--- src/rtl/vx_pkg.sv ---
package vx_pkg;
    localparam int unsigned VX_DW = 8;
    localparam int unsigned VX_BIT_F = 6;
    localparam int unsigned VX_BIT_V = 5;
    localparam int unsigned VX_BIT_H = 4;

    typedef enum logic [1:0] {
        VM_RISE     = 2'd0,
        VM_FALL     = 2'd1,
        VM_BOTH     = 2'd2,
        VM_BOTH_ALT = 2'd3
    } vmode_e;

    typedef enum logic [1:0] {
        PS_IDLE,
        PS_ONES,
        PS_ZERO1,
        PS_ZERO2
    } pstate_e;
endpackage

--- src/rtl/vx_edge_det.sv ---
module vx_edge_det (
    input  logic clk,
    input  logic rst_n,
    input  logic lvl_i,
    output logic rise_o,
    output logic fall_o
);
    logic prev_q;

    always_ff @(posedge clk or negedge rst_n) begin
        if (!rst_n) prev_q <= 1'b0;
        else        prev_q <= lvl_i;
    end

    always_comb begin
        rise_o = lvl_i & ~prev_q;
        fall_o = ~lvl_i & prev_q;
    end
endmodule

--- src/rtl/vx_code_parse.sv ---
module vx_code_parse #(
    parameter int unsigned DW    = vx_pkg::VX_DW,
    parameter int unsigned BIT_F = vx_pkg::VX_BIT_F,
    parameter int unsigned BIT_V = vx_pkg::VX_BIT_V,
    parameter int unsigned BIT_H = vx_pkg::VX_BIT_H
) (
    input  logic          clk,
    input  logic          rst_n,
    input  logic [DW-1:0] byte_i,
    input  logic          vld_i,
    output logic          h_lvl_o,
    output logic          v_lvl_o,
    output logic          f_lvl_o
);
    import vx_pkg::*;

    localparam logic [DW-1:0] ONES  = {DW{1'b1}};
    localparam logic [DW-1:0] ZEROS = {DW{1'b0}};

    pstate_e state_q, state_d;
    logic    is_ones, is_zero;

    always_comb begin
        is_ones = (byte_i == ONES);
        is_zero = (byte_i == ZEROS);
    end

    always_comb begin
        state_d = state_q;
        if (vld_i) begin
            unique case (state_q)
                PS_IDLE:  state_d = is_ones ? PS_ONES : PS_IDLE;
                PS_ONES:  state_d = is_zero ? PS_ZERO1 : (is_ones ? PS_ONES : PS_IDLE);
                PS_ZERO1: state_d = is_zero ? PS_ZERO2 : (is_ones ? PS_ONES : PS_IDLE);
                PS_ZERO2: state_d = PS_IDLE;
                default:  state_d = PS_IDLE;
            endcase
        end
    end

    always_ff @(posedge clk or negedge rst_n) begin
        if (!rst_n) state_q <= PS_IDLE;
        else        state_q <= state_d;
    end

    // status byte: only F, V and H are taken; the protection bits are dropped
    always_ff @(posedge clk or negedge rst_n) begin
        if (!rst_n) begin
            h_lvl_o <= 1'b0;
            v_lvl_o <= 1'b0;
            f_lvl_o <= 1'b0;
        end else if (vld_i && state_q == PS_ZERO2) begin
            h_lvl_o <= byte_i[BIT_H];
            v_lvl_o <= byte_i[BIT_V];
            f_lvl_o <= byte_i[BIT_F];
        end
    end
endmodule

--- src/rtl/vx_field_gen.sv ---
module vx_field_gen (
    input  logic clk,
    input  logic rst_n,
    input  logic use_codes_i,
    input  logic use_level_i,
    input  logic v_rise_i,
    input  logic v_fall_i,
    input  logic h_lvl_i,
    input  logic fs_lvl_i,
    input  logic code_f_i,
    output logic field_o
);
    typedef enum logic [1:0] {FS_CODE, FS_LEVEL, FS_PHASE} fsrc_e;
    fsrc_e src;

    always_comb begin
        if (use_codes_i)      src = FS_CODE;
        else if (use_level_i) src = FS_LEVEL;
        else                  src = FS_PHASE;
    end

    always_ff @(posedge clk or negedge rst_n) begin
        if (!rst_n) field_o <= 1'b0;
        else begin
            unique case (src)
                FS_CODE:  field_o <= code_f_i;
                FS_LEVEL: field_o <= fs_lvl_i;
                FS_PHASE: if (v_rise_i || v_fall_i) field_o <= h_lvl_i ^ v_fall_i;
                default:  field_o <= 1'b0;
            endcase
        end
    end
endmodule

--- src/rtl/vid_xport_rx.sv ---
module vid_xport_rx #(
    parameter int unsigned DW = vx_pkg::VX_DW
) (
    input  logic          clk,
    input  logic          rst_n,
    input  logic [DW-1:0] xd_i,
    input  logic          xqual_i,
    input  logic          xhref_i,
    input  logic          xvref_i,
    input  logic          cfg_h_fall,
    input  logic [1:0]    cfg_v_mode,
    input  logic          cfg_qual_high,
    input  logic          cfg_gated_clk,
    input  logic          cfg_use_codes,
    input  logic          cfg_fid_level,
    output logic          acq_h_trig,
    output logic          acq_v_trig,
    output logic          field_id,
    output logic [DW-1:0] px_data,
    output logic          px_stb
);
    import vx_pkg::*;

    localparam int unsigned NREF = 2;   // 0 = horizontal, 1 = vertical

    logic [DW-1:0] d_q;
    logic          ok_q, href_q, vref_q, hfall_q, codes_q, fidlvl_q;
    vmode_e        vmode_q;
    logic          code_h, code_v, code_f;
    logic [NREF-1:0] eff, rise, fall;
    logic          h_hit, v_hit;

    // capture stage: sample and configuration travel together
    always_ff @(posedge clk or negedge rst_n) begin
        if (!rst_n) begin
            d_q      <= '0;
            ok_q     <= 1'b0;
            href_q   <= 1'b0;
            vref_q   <= 1'b0;
            hfall_q  <= 1'b0;
            vmode_q  <= VM_RISE;
            codes_q  <= 1'b0;
            fidlvl_q <= 1'b0;
        end else begin
            d_q      <= xd_i;
            ok_q     <= cfg_gated_clk | (xqual_i == cfg_qual_high);
            href_q   <= xhref_i;
            vref_q   <= xvref_i;
            hfall_q  <= cfg_h_fall;
            vmode_q  <= vmode_e'(cfg_v_mode);
            codes_q  <= cfg_use_codes;
            fidlvl_q <= cfg_fid_level;
        end
    end

    vx_code_parse #(.DW(DW)) u_parse (
        .clk     (clk),
        .rst_n   (rst_n),
        .byte_i  (d_q),
        .vld_i   (ok_q),
        .h_lvl_o (code_h),
        .v_lvl_o (code_v),
        .f_lvl_o (code_f)
    );

    always_comb begin
        eff[0] = codes_q ? code_h : href_q;
        eff[1] = codes_q ? code_v : vref_q;
    end

    for (genvar g = 0; g < NREF; g++) begin : g_edge
        vx_edge_det u_edge (
            .clk    (clk),
            .rst_n  (rst_n),
            .lvl_i  (eff[g]),
            .rise_o (rise[g]),
            .fall_o (fall[g])
        );
    end

    always_comb begin
        h_hit = hfall_q ? fall[0] : rise[0];
        unique case (vmode_q)
            VM_RISE:     v_hit = rise[1];
            VM_FALL:     v_hit = fall[1];
            VM_BOTH,
            VM_BOTH_ALT: v_hit = rise[1] | fall[1];
            default:     v_hit = 1'b0;
        endcase
    end

    always_ff @(posedge clk or negedge rst_n) begin
        if (!rst_n) begin
            acq_h_trig <= 1'b0;
            acq_v_trig <= 1'b0;
            px_data    <= '0;
            px_stb     <= 1'b0;
        end else begin
            acq_h_trig <= h_hit;
            acq_v_trig <= v_hit;
            px_data    <= d_q;
            px_stb     <= ok_q;
        end
    end

    vx_field_gen u_field (
        .clk         (clk),
        .rst_n       (rst_n),
        .use_codes_i (codes_q),
        .use_level_i (fidlvl_q),
        .v_rise_i    (rise[1]),
        .v_fall_i    (fall[1]),
        .h_lvl_i     (eff[0]),
        .fs_lvl_i    (vref_q),
        .code_f_i    (code_f),
        .field_o     (field_id)
    );
endmodule

--- config.mk ---
export PLATFORM = sky130hd
export DESIGN_NAME = vid_xport_rx
export DESIGN_NICKNAME = d
export VERILOG_FILES = /design/src/rtl/vx_pkg.sv /design/src/rtl/vx_edge_det.sv /design/src/rtl/vx_code_parse.sv /design/src/rtl/vx_field_gen.sv /design/src/rtl/vid_xport_rx.sv
export SDC_FILE = /design/constraint.sdc
export NUM_CORES = 1
export LEC_CHECK = 0
export BUFFER_PORTS_ARGS = -buffer_cell sky130_fd_sc_hd__buf_4
export CAP_MARGIN = 20
export CORE_MARGIN = 3
export CORE_UTILIZATION = 45
export DETAILED_ROUTE_END_ITERATION = 16
export PLACE_DENSITY_LB_ADDON = 0.1
export SLEW_MARGIN = 20
export SYNTH_ARGS = -nofsm -noshare
export SYNTH_HDL_FRONTEND = slang
export SYNTH_SLANG_ARGS = --single-unit
--- constraint.sdc ---
create_clock -name clk -period 1.6 [get_ports clk]
set_input_delay 0.08 -clock clk [delete_from_list [all_inputs] [get_ports clk]]
set_output_delay 0.08 -clock clk [all_outputs]
set_load 0.02 [all_outputs]
==> qor.yml <==
synth:
  syn_area_mm2: 0.00115
  ys_seq_area_share_pct: 76.4
  synth-seq-cells: 35
  syn_inst: 76
  synthesis.nets: 98
  synth.distinct_cells: 22
  syn_area_per_cell_um2: 15.1
  synth_warnings: 0
cts:
  cts-htree-levels: 2
  cts_made_buffers: 5
  cts_root_buf: "clkbuf_4"
  cts.reportedPaths.clkPinSlew_ps: 100
  clk_path_buf_depth: 2
  clock_latency_ps: 330
  cts_sinks: 35
  cts_tree: "built"
layout:
  layout.nets: 157
  areaGrowthSynthToFinish_pct: 46.3
  instances_no_fill: 163
  regArea_um2: 876
  fillCellCount: 160
  multi_input_area_um2: 259
  n_antenna_cell: 0
  fin_util_pct: 72.3
  drive_gt1_share_pct: 32.6
global_route:
  grt_pass1_wl_mm: 3.52
  grt_busiest_layer: "met2"
  grt_pass1_vias: 752
  grt_usage_pct: 15.2
  met3_usage_pct: 8.51
  use_met1_pct: 16.3
  grt_max_degree: 36
  grt_overflow: 0
  use_met2_pct: 25.2
  antenna_found_initial: 0
drt:
  routed_wl_mm: 2.20
  post_drt_wl_per_cell_um: 13.5
  remaining_drc_errors: 0
  vias: 783
  drtAntennaViolNets: 0
  vias_per_cell: 4.80
  drt_iter0_drc: 4
  firstDrtPassIters: 4
placed_design:
  dpl.cell_count: 135
  port_buffers: 31
  hpwlAfterDp_mm: 1.29
  place.gp.congestion: 0.695
power_and_ir_drop:
  ir_drop_mv: 0.734
  cellPowerDensity_mw_per_mm2: 956
  p_leak_uw: 0.000817
floorplanning:
  initial_core_util_pct: 49.4
  ios: 32
  die_w_um: 56.5
  fp-row-count: 17
  fp.dieH_um: 56.5
  design.core.area_mm2: 0.00232
  die_area_mm2: 0.00319
timing:
  finalSetupTns_ps: 0
  timing.slew.headroom_pct: 71.7
  fin_crit_sh_pct: 92.6
  fmax_mhz: 675
  setup_viol: 0
  period_minus_slack_ps: 1480
  slew_viol_final: 0
  hold_viol_final: 0
  worst_slew_pin_slew_ps: 425
  clock-skew-final_ps: 9.84
critical_path:
  worst_setup_path_end_kind: "flop"
  criticalPathCategory: "flop to flop"
  start_kind: "flop"
  arrival_ps: 1730
  cp_max_fo: 4
  crit_required_ps: 1850
outcome:
  status: "finished, final reports clean"
flow_run:
  cap_violations: 0
hold_path:
  hp-class: "input port to asynchronous set/reset pin"
==> placed cells by master (no fill, tap or decap), types with 3 or more instances in the layout <==
master          n
nand2_1         3
buf_4          34
inv_1           4
mux2_1          3
a21oi_1         4
dfrtp_1        35
nor2_1          3
clkbuf_4        5
dlygate4sd3_1  18
==> kinds of logic after synthesis <==
group           Yosys count  share of synthesized area, %
fa+ha+maj                 2                          2.18
simple gates             18                          8.95
mux                       5                          4.80
xor+xnor                  2                          1.53
buf+inv                   4                          1.31
compound gates           10                          4.80
flops                    35                          76.4
==> worst max-delay path, cell delays in order, from the launching register on <==
cell and delay [ps]:
dfrtp_1 430, mux2i_2 260, inv_1 80, ha_1 310
a21oi_1 120, o21ai_0 90, a21oi_1 120
==> cells in the mapped netlist, drive strengths merged <==
cell / instances / area, µm²
inv: 4 / 15.0
o21bai: 1 / 7.51
and3: 1 / 6.26
ha: 2 / 25.0
nand2: 3 / 11.3
nand4: 2 / 12.5
nand3: 1 / 5.00
nor3: 1 / 10.0
nor2b: 2 / 12.5
nand2b: 1 / 6.26
a21oi: 4 / 20.0
nor3b: 2 / 15.0
nor4: 2 / 12.5
nor2: 3 / 11.3
dfrtp: 35 / 876
mux2: 4 / 45.0
mux2i: 1 / 10.0
o21ai: 4 / 20.0
a211oi: 1 / 7.51
xor2: 2 / 17.5
==> routing by layer <==
metal  part of all wire (%)  routed length (µm)
met5                      0                   0
met1                     39                 855
met4                   0.64                  14
met3                    5.0                 109
met2                     55                1220
==> path summary, 6_finish.rpt <==
check	from	end	slack (ps)	depth (start not counted)
setup / recovery	codes_q	u_field.field_o	120	6
hold / removal	rst_n	codes_q	230	2
setup reg to reg	codes_q	u_field.field_o	120	6
hold reg to reg	d_q[2]	px_data[2]	410	0
max in group asynchronous	rst_n	vmode_q[1]	1060	2
min in group clk	xd_i[2]	d_q[2]	390	2
==> report_power, final <==
group | internal, µW | total [µW] | switching (µW)
Combinational | 103 | 179 | 76.7
Clock | 204 | 472 | 269
Sequential | 926 | 951 | 25.0
==> layout make-up <==
type                       count  area share, %
clock inverter                 1          0.299
clock buffer                   6           3.06
sequential                    35           52.2
tap                           28           2.09
timing repair buffer          52           26.0
multi-input combinational     37           15.4
inverter                       4          0.896
==> through the flow <==
stage	setup slack [ps]	instance area, µm²	power [µW]	hold slack [ps]
final	119	1680	1600	231
after global routing	-22.1	1680	1690	244
after CTS	98.2	1650	1610	230
after detailed placement	160	1410	1100	48.9
after global placement	209	1410	1100	44.7
after floorplan	274	1150	1010	-216
==> sequential cells by signal (all words and copies together), names as in the netlist, 2 cells and up <==
name	flops
u_parse.state_q	2
g_edge.u_edge.prev_q	2
d_q	8
vmode_q	2
px_data	8
==> repair_timing <==
action | 4_1_cts | 5_1_grt
hold endpoints to repair | 51 | 0
hold buffers | 18 | 0
setup endpoints to repair | 0 | 1
gates resized for setup | 0 | 1
buffers inserted | 0 | 3
No activity file was read; power rests on OpenSTA's default activity.
